`src/rtl/vpb_pkg.sv`:
```
package vpb_pkg;
  typedef enum logic [2:0] {
    SEL_WIDTH  = 3'd0,
    SEL_HEIGHT = 3'd1,
    SEL_HOLD   = 3'd2,
    SEL_COMMIT = 3'd3,
    SEL_NONE   = 3'd4
  } vpb_sel_e;

  localparam int unsigned MIN_DIM_M1 = 63;
endpackage

```
`src/rtl/vpb_decode.sv`:
```
module vpb_decode
  import vpb_pkg::*;
#(
  parameter int unsigned ADDR_W = 5,
  parameter int unsigned DATA_W = 32
) (
  input  logic [ADDR_W-1:0] addr,
  output vpb_sel_e          sel,
  output logic              hi_half
);
  localparam int unsigned IDX_W = ADDR_W - 2;

  logic [IDX_W-1:0] idx;
  assign idx = addr[ADDR_W-1:2];

  generate
    if (DATA_W == 16) begin : g_bus16
      logic unused_lane;
      assign unused_lane = addr[0];
      assign hi_half = addr[1];
    end else begin : g_bus32
      logic unused_lane;
      assign unused_lane = ^addr[1:0];
      assign hi_half = 1'b0;
    end
  endgenerate

  always_comb begin
    if (idx == IDX_W'(0))      sel = SEL_WIDTH;
    else if (idx == IDX_W'(1)) sel = SEL_HEIGHT;
    else if (idx == IDX_W'(2)) sel = SEL_HOLD;
    else if (idx == IDX_W'(3)) sel = SEL_COMMIT;
    else                       sel = SEL_NONE;
  end
endmodule

```
`src/rtl/vpb_shadow.sv`:
```
module vpb_shadow
  import vpb_pkg::*;
#(
  parameter int unsigned DATA_W = 32,
  parameter int unsigned DIM_W  = 16,
  parameter int unsigned MAX_W  = 1920,
  parameter int unsigned MAX_H  = 1080
) (
  input  logic              clk,
  input  logic              rst_n,
  input  logic              wr_en,
  input  vpb_sel_e          sel,
  input  logic [DATA_W-1:0] wdata,
  input  logic              sof_in,
  output logic [DIM_W-1:0]  sh_width,
  output logic [DIM_W-1:0]  sh_height,
  output logic              sh_hold,
  output logic              pending,
  output logic              apply
);
  localparam logic [DIM_W-1:0] W_TOP = DIM_W'(MAX_W - 1);
  localparam logic [DIM_W-1:0] H_TOP = DIM_W'(MAX_H - 1);
  localparam logic [DIM_W-1:0] D_MIN = DIM_W'(MIN_DIM_M1);

  function automatic logic [DIM_W-1:0] clamp_dim(input logic [DATA_W-1:0] v,
                                                 input logic [DIM_W-1:0]  top);
    if (v < DATA_W'(D_MIN))     return D_MIN;
    else if (v > DATA_W'(top))  return top;
    else                        return v[DIM_W-1:0];
  endfunction

  logic open_wr;
  assign open_wr = wr_en && !pending;
  assign apply   = pending && sof_in;

  always_ff @(posedge clk or negedge rst_n) begin
    if (!rst_n) begin
      sh_width  <= W_TOP;
      sh_height <= H_TOP;
      sh_hold   <= 1'b0;
      pending   <= 1'b0;
    end else begin
      if (open_wr) begin
        case (sel)
          SEL_WIDTH:  sh_width  <= clamp_dim(wdata, W_TOP);
          SEL_HEIGHT: sh_height <= clamp_dim(wdata, H_TOP);
          SEL_HOLD:   sh_hold   <= wdata[0];
          SEL_COMMIT: pending   <= wdata[0];
          default: ;
        endcase
      end
      if (apply) pending <= 1'b0;
    end
  end

  AST_LOCK_STAGING: assert property (@(posedge clk) disable iff (!rst_n)
    pending |=> ($stable(sh_width) && $stable(sh_height) && $stable(sh_hold)));
  AST_PEND_HOLDS: assert property (@(posedge clk) disable iff (!rst_n)
    (pending && !sof_in) |=> pending);
  AST_PEND_CLEARS: assert property (@(posedge clk) disable iff (!rst_n)
    (pending && sof_in) |=> !pending);
  AST_STAGE_RANGE: assert property (@(posedge clk) disable iff (!rst_n)
    (sh_width >= D_MIN) && (sh_width <= W_TOP) && (sh_height >= D_MIN) && (sh_height <= H_TOP));
endmodule

```
`src/rtl/vpb_active.sv`:
```
module vpb_active #(
  parameter int unsigned DIM_W = 16,
  parameter int unsigned MAX_W = 1920,
  parameter int unsigned MAX_H = 1080
) (
  input  logic             clk,
  input  logic             rst_n,
  input  logic             apply,
  input  logic [DIM_W-1:0] sh_width,
  input  logic [DIM_W-1:0] sh_height,
  input  logic             sh_hold,
  input  logic             sof_out,
  output logic [DIM_W-1:0] act_width,
  output logic [DIM_W-1:0] act_height,
  output logic             act_hold
);
  logic hold_stage;

  always_ff @(posedge clk or negedge rst_n) begin
    if (!rst_n) begin
      act_width  <= DIM_W'(MAX_W - 1);
      act_height <= DIM_W'(MAX_H - 1);
      hold_stage <= 1'b0;
      act_hold   <= 1'b0;
    end else begin
      if (apply) begin
        act_width  <= sh_width;
        act_height <= sh_height;
        hold_stage <= sh_hold;
      end
      if (sof_out) act_hold <= hold_stage;
    end
  end

  AST_DIM_STEADY: assert property (@(posedge clk) disable iff (!rst_n)
    !apply |=> ($stable(act_width) && $stable(act_height)));
  AST_DIM_TAKEN: assert property (@(posedge clk) disable iff (!rst_n)
    apply |=> ((act_width == $past(sh_width)) && (act_height == $past(sh_height))));
  AST_HOLD_FRAME: assert property (@(posedge clk) disable iff (!rst_n)
    !sof_out |=> $stable(act_hold));
endmodule

```
`src/rtl/vpb_param_bank.sv`:
```
module vpb_param_bank
  import vpb_pkg::*;
#(
  parameter int unsigned ADDR_W = 5,
  parameter int unsigned DATA_W = 32,
  parameter int unsigned DIM_W  = 16,
  parameter int unsigned MAX_W  = 1920,
  parameter int unsigned MAX_H  = 1080
) (
  input  logic              clk,
  input  logic              rst_n,
  input  logic              cfg_we,
  input  logic [ADDR_W-1:0] cfg_addr,
  input  logic [DATA_W-1:0] cfg_wdata,
  output logic [DATA_W-1:0] cfg_rdata,
  input  logic              sof_in,
  input  logic              sof_out,
  output logic [DIM_W-1:0]  act_width,
  output logic [DIM_W-1:0]  act_height,
  output logic              act_hold
);
  vpb_sel_e         sel;
  logic             hi_half;
  logic [DIM_W-1:0] sh_width;
  logic [DIM_W-1:0] sh_height;
  logic             sh_hold;
  logic             pending;
  logic             apply;
  logic [DATA_W-1:0] rd_word;

  vpb_decode #(.ADDR_W(ADDR_W), .DATA_W(DATA_W)) u_decode (
    .addr(cfg_addr), .sel(sel), .hi_half(hi_half)
  );

  vpb_shadow #(.DATA_W(DATA_W), .DIM_W(DIM_W), .MAX_W(MAX_W), .MAX_H(MAX_H)) u_shadow (
    .clk(clk), .rst_n(rst_n), .wr_en(cfg_we && !hi_half), .sel(sel),
    .wdata(cfg_wdata), .sof_in(sof_in), .sh_width(sh_width),
    .sh_height(sh_height), .sh_hold(sh_hold), .pending(pending), .apply(apply)
  );

  vpb_active #(.DIM_W(DIM_W), .MAX_W(MAX_W), .MAX_H(MAX_H)) u_active (
    .clk(clk), .rst_n(rst_n), .apply(apply), .sh_width(sh_width),
    .sh_height(sh_height), .sh_hold(sh_hold), .sof_out(sof_out),
    .act_width(act_width), .act_height(act_height), .act_hold(act_hold)
  );

  always_comb begin
    rd_word = '0;
    if (!hi_half) begin
      case (sel)
        SEL_WIDTH:  rd_word = DATA_W'(sh_width);
        SEL_HEIGHT: rd_word = DATA_W'(sh_height);
        SEL_HOLD:   rd_word = DATA_W'(sh_hold);
        SEL_COMMIT: rd_word = DATA_W'(pending);
        default:    rd_word = '0;
      endcase
    end
  end

  always_ff @(posedge clk or negedge rst_n) begin
    if (!rst_n) cfg_rdata <= '0;
    else        cfg_rdata <= rd_word;
  end

  AST_FLAG_NARROW: assert property (@(posedge clk) disable iff (!rst_n)
    ((sel == SEL_HOLD) || (sel == SEL_COMMIT)) |=> (cfg_rdata[DATA_W-1:1] == '0));
  AST_UNMAPPED_ZERO: assert property (@(posedge clk) disable iff (!rst_n)
    (sel == SEL_NONE) |=> (cfg_rdata == '0));
endmodule

```
`config.mk`:
```
export PLATFORM = sky130hd
export DESIGN_NAME = vpb_param_bank
export DESIGN_NICKNAME = d
export VERILOG_FILES = /design/src/rtl/vpb_pkg.sv /design/src/rtl/vpb_decode.sv /design/src/rtl/vpb_shadow.sv /design/src/rtl/vpb_active.sv /design/src/rtl/vpb_param_bank.sv
export SDC_FILE = /design/constraint.sdc
export NUM_CORES = 1
export LEC_CHECK = 0
export ABC_CLOCK_PERIOD_IN_PS = 1400
export BUFFER_PORTS_ARGS = -buffer_cell sky130_fd_sc_hd__buf_2
export CAP_MARGIN = 10
export CORE_MARGIN = 2
export CORE_UTILIZATION = 46
export CTS_CLUSTER_DIAMETER = 150
export DETAILED_ROUTE_END_ITERATION = 8
export PLACE_DENSITY_LB_ADDON = 0.2
export SLEW_MARGIN = 15
export SYNTH_ARGS = -nofsm -noshare
export SYNTH_HDL_FRONTEND = slang
export SYNTH_SLANG_ARGS = --single-unit
```
`constraint.sdc`:
```
create_clock -name clk -period 1.4 [get_ports clk]
set_input_delay 0.07 -clock clk [delete_from_list [all_inputs] [get_ports clk]]
set_output_delay 0.07 -clock clk [all_outputs]
set_load 0.01 [all_outputs]
```
==> summary.md <==
| Metric | Value |
|---|---|
| Outcome | finished, final reports clean |
| GRT Total Usage | 18.7% |
| Final Cell Area | 4520 um2 |
| IO Pins | 107 |
| Startpoint types | flip-flop |
| Most common cell after layout, fill and taps aside | buf_2 |
| Core utilization of the finished layout | 61.9% |
| Synth cell types | 40 |
| Core area | 7290 um2 |
| Min Clock Period, post-route | 1400 ps |
| Final nets | 432 |
| Post-Route WL | 7640 um |
| Layout fillers | 624 |
| WHS | 32.7 ps |
| Final Slew Violations | 0 |
| Area of the multi-input gates | 1240 um2 |
| Global route overflow | 0 |
| Starting Density | 48.0% |
| Gpl congestion | 0.771 |
| Yosys warning total | 0 |
| WS Path Type | reg2reg |
| Initial antenna violation count | 0 |
| PD cells | 1430 nW/um2 |
| Total area of sequential cells | 2140 um2 |
| R2r setup slk | 5 ps |
| Min-delay worst type | in2reg |
| Maximum clock path buffer count | 2 |
| Part of the power in registers | 51.0% |
| First-pass GRT wire length | 11900 um |
| P_int | 4.69 mW |
| Chip Width | 91.2 um |
| CP peak stage delay | 450 ps |
| Post-Syn Area | 3500 um2 |
| Clock power frac | 25.5% |
| Worst Skew | 5.96 ps |
| Buffers on Ports | 88 |
| RSZ-0062 raised after global routing | true |
| DP HPWL | 5560 um |
| Largest net degree at the start of global routing | 30 |
| RR Endpoint | cfg_rdata[0]$_DFF_PN0_ |
| TritonCTS clock tree | built |
| Clock Sinks | 84 |
| Switching Fraction | 27.5% |
| Commonest cells after routing, fill and taps aside | buf_2 (86), dfrtp_1 (52), mux2_2 (34), dfstp_2 (32), nor2_1 (24) |
| Final setup margin | 4.62 ps |
| Worst-path clk slew | 80 ps |
| Worst R2R Path Depth | 4 |
| Critical path data required time | 1650 ps |
| Final Cycle Share | 99.7% |
| N_diodes | 0 |
| Psw | 1.78 mW |
| Drt pass-1 iters | 4 |
| Number of global-route vias before repair | 2348 |
| Critical-path cell list | buf_4, buf_4, mux4_2, nor2b_1 |
| Die height | 91.2 um |
| Achievable Freq | 717 MHz |
| CP Max Fanout | 4 |
| H-tree Lvls | 3 |
| Leakage | 2.26 nW |
| Worst-Skew Late Latency | 360 ps |
| CTS Buf Count | 9 |
| Detail Route Antenna Nets | 0 |
| Flop and latch count out of synthesis | 84 |
| Total power | 6.47 mW |
| Share of layout cells above drive strength 1 | 52.4% |
| P&R area growth vs syn | 29.1% |
| Max-Cap Viols | 0 |
| Cells after Synth | 267 |
| Arrival @ worst endpoint | 1640 ps |
| Worst path slowest cell | mux4_2 |
| Power share of the combinational group | 23.5% |
| Worst r2r src | u_shadow.pending$_DFFE_PN0P_ |
| Initial DRC count | 75 |
| Root buffer cell | clkbuf_8 |
| DR WL/cell | 15.5 um |
| Placed instance area | 4200 um2 |
| Critical path endpoint | cfg_rdata[0]$_DFF_PN0_ |
| Via count | 2424 |
| DRC viols | 0 |
| Max VDD drop | 0.741 mV |
| Sequential fraction of the synthesis area | 61.2% |
| Most used cell, CP | buf_4 |
| Total die area | 8320 um2 |
| Num rows | 31 |
| Dpl ws | -278 ps |
| Avg Cell Area, Syn | 13.1 um2 |
| Final hold violation count | 0 |
| Worst Setup End Kind | flip-flop |
| Critical Path Start | u_shadow.pending$_DFFE_PN0P_ |
| Final Setup Violations | 0 |
| DR vias/cell | 4.91 |
[sequential cells by signal, summed over array words and instances, names as in the netlist]
register,count
u_shadow.sh_height,16
u_shadow.pending,1
u_active.act_hold,1
cfg_rdata,16
u_shadow.sh_width,16
u_shadow.sh_hold,1
u_active.act_width,16
u_active.hold_stage,1
u_active.act_height,16
[cell families (layout without fill, tap and decap cells)]
kind of cell / Yosys count / count (layout) / synth area share (%)
flip-flops: 84 / 84 / 61.2
AND/OR/NAND/NOR: 69 / 69 / 11.2
multiplexers: 50 / 50 / 15.9
buffers and inverters: 35 / 148 / 5.54
AO/OA/AOI/OAI: 28 / 28 / 6.08
other: 1 / 16 / 0.107
[power by group through the flow]
stage / clock network [mW] / logic (mW) / registers [mW]
finish: 1.65 / 1.52 / 3.30
CTS: 1.69 / 1.51 / 3.30
floorplan: 0 / 0.712 / 3.44
global placement: 0 / 1.46 / 3.32
detailed placement: 0 / 1.49 / 3.34
global route: 1.81 / 1.64 / 3.36
[timing repair]
item,4_1_cts,5_1_grt
buffers inserted,0,3
hold buffers,9,0
pin swaps,0,7
endpoints found under the setup margin,1,16
gates resized for setup,1,7
endpoints found under the hold margin,71,0
[stage by stage]
step,std cells,TNS (ps)
floorplan,282,-264
global placement,467,-3040
detailed placement,467,-3440
CTS,492,0
global route,494,-73.1
finish,494,0
[layer usage]
metal  wire (um)  vias up  GRT usage (%)
li1            -     1145              -
met1        3440     1201           24.3
met2        3760       66           30.2
met3         313       12           4.81
met4         127        0           7.32
met5           0        -              0
[how the worst min path moves through the flow]
stage                             start                                 to  slack (ps)  cells after the start
after detailed placement          rst_n            cfg_rdata[11]$_DFF_PN0_          20                      1
after global placement            rst_n            cfg_rdata[11]$_DFF_PN0_          20                      1
final                     cfg_wdata[10]  u_shadow.sh_width[10]$_DFFE_PN1P_          30                      2
after CTS                 cfg_wdata[10]  u_shadow.sh_width[10]$_DFFE_PN1P_          20                      2
after floorplan                   rst_n             cfg_rdata[0]$_DFF_PN0_        -230                      0
after global routing      cfg_wdata[10]  u_shadow.sh_width[10]$_DFFE_PN1P_          20                      2
[cells in the mapped netlist, drive strengths merged]
cell type / n / area (um2)
dfrtp: 52 / 1300
mux2: 34 / 383
dfstp: 32 / 841
nor2: 25 / 93.8
buf: 19 / 134
mux2i: 15 / 150
and2: 9 / 56.3
o22a: 9 / 80.1
clkbuf: 8 / 30.0
inv: 8 / 30.0
nand2: 8 / 30.0
a31oi: 6 / 37.5
nor2b: 6 / 37.5
a31o: 4 / 35.0
nor4: 4 / 25.0
nand4: 3 / 18.8
nor3: 3 / 20.0
o21ai: 3 / 15.0
and3: 2 / 13.8
and4: 2 / 17.5
nor3b: 2 / 20.0
a211o: 1 / 8.76
a21oi: 1 / 5.00
a41oi: 1 / 8.76
conb: 1 / 3.75
mux4: 1 / 22.5
nand3b: 1 / 7.51
nor4b: 1 / 23.8
o21a: 1 / 7.51
o22ai: 1 / 6.26
o41ai: 1 / 8.76
or2: 1 / 6.26
or3b: 1 / 8.76
or4: 1 / 11.3
[final cells by class]
class,instances,area share (%)
Sequential cell,84,47.4
Inverter,8,0.665
Timing Repair Buffer,124,17.7
Tap cell,99,2.74
Multi-Input combinational cell,163,27.4
Clock inverter,5,1.19
Clock buffer,11,2.91
[critical path: cells and delay by family, from the launching register on]
kind,cells,cell delay (ps)
simple gates,1,140
mux,1,450
flops,1,430
buf+inv,2,280
No activity file was read; power rests on OpenSTA's default activity.
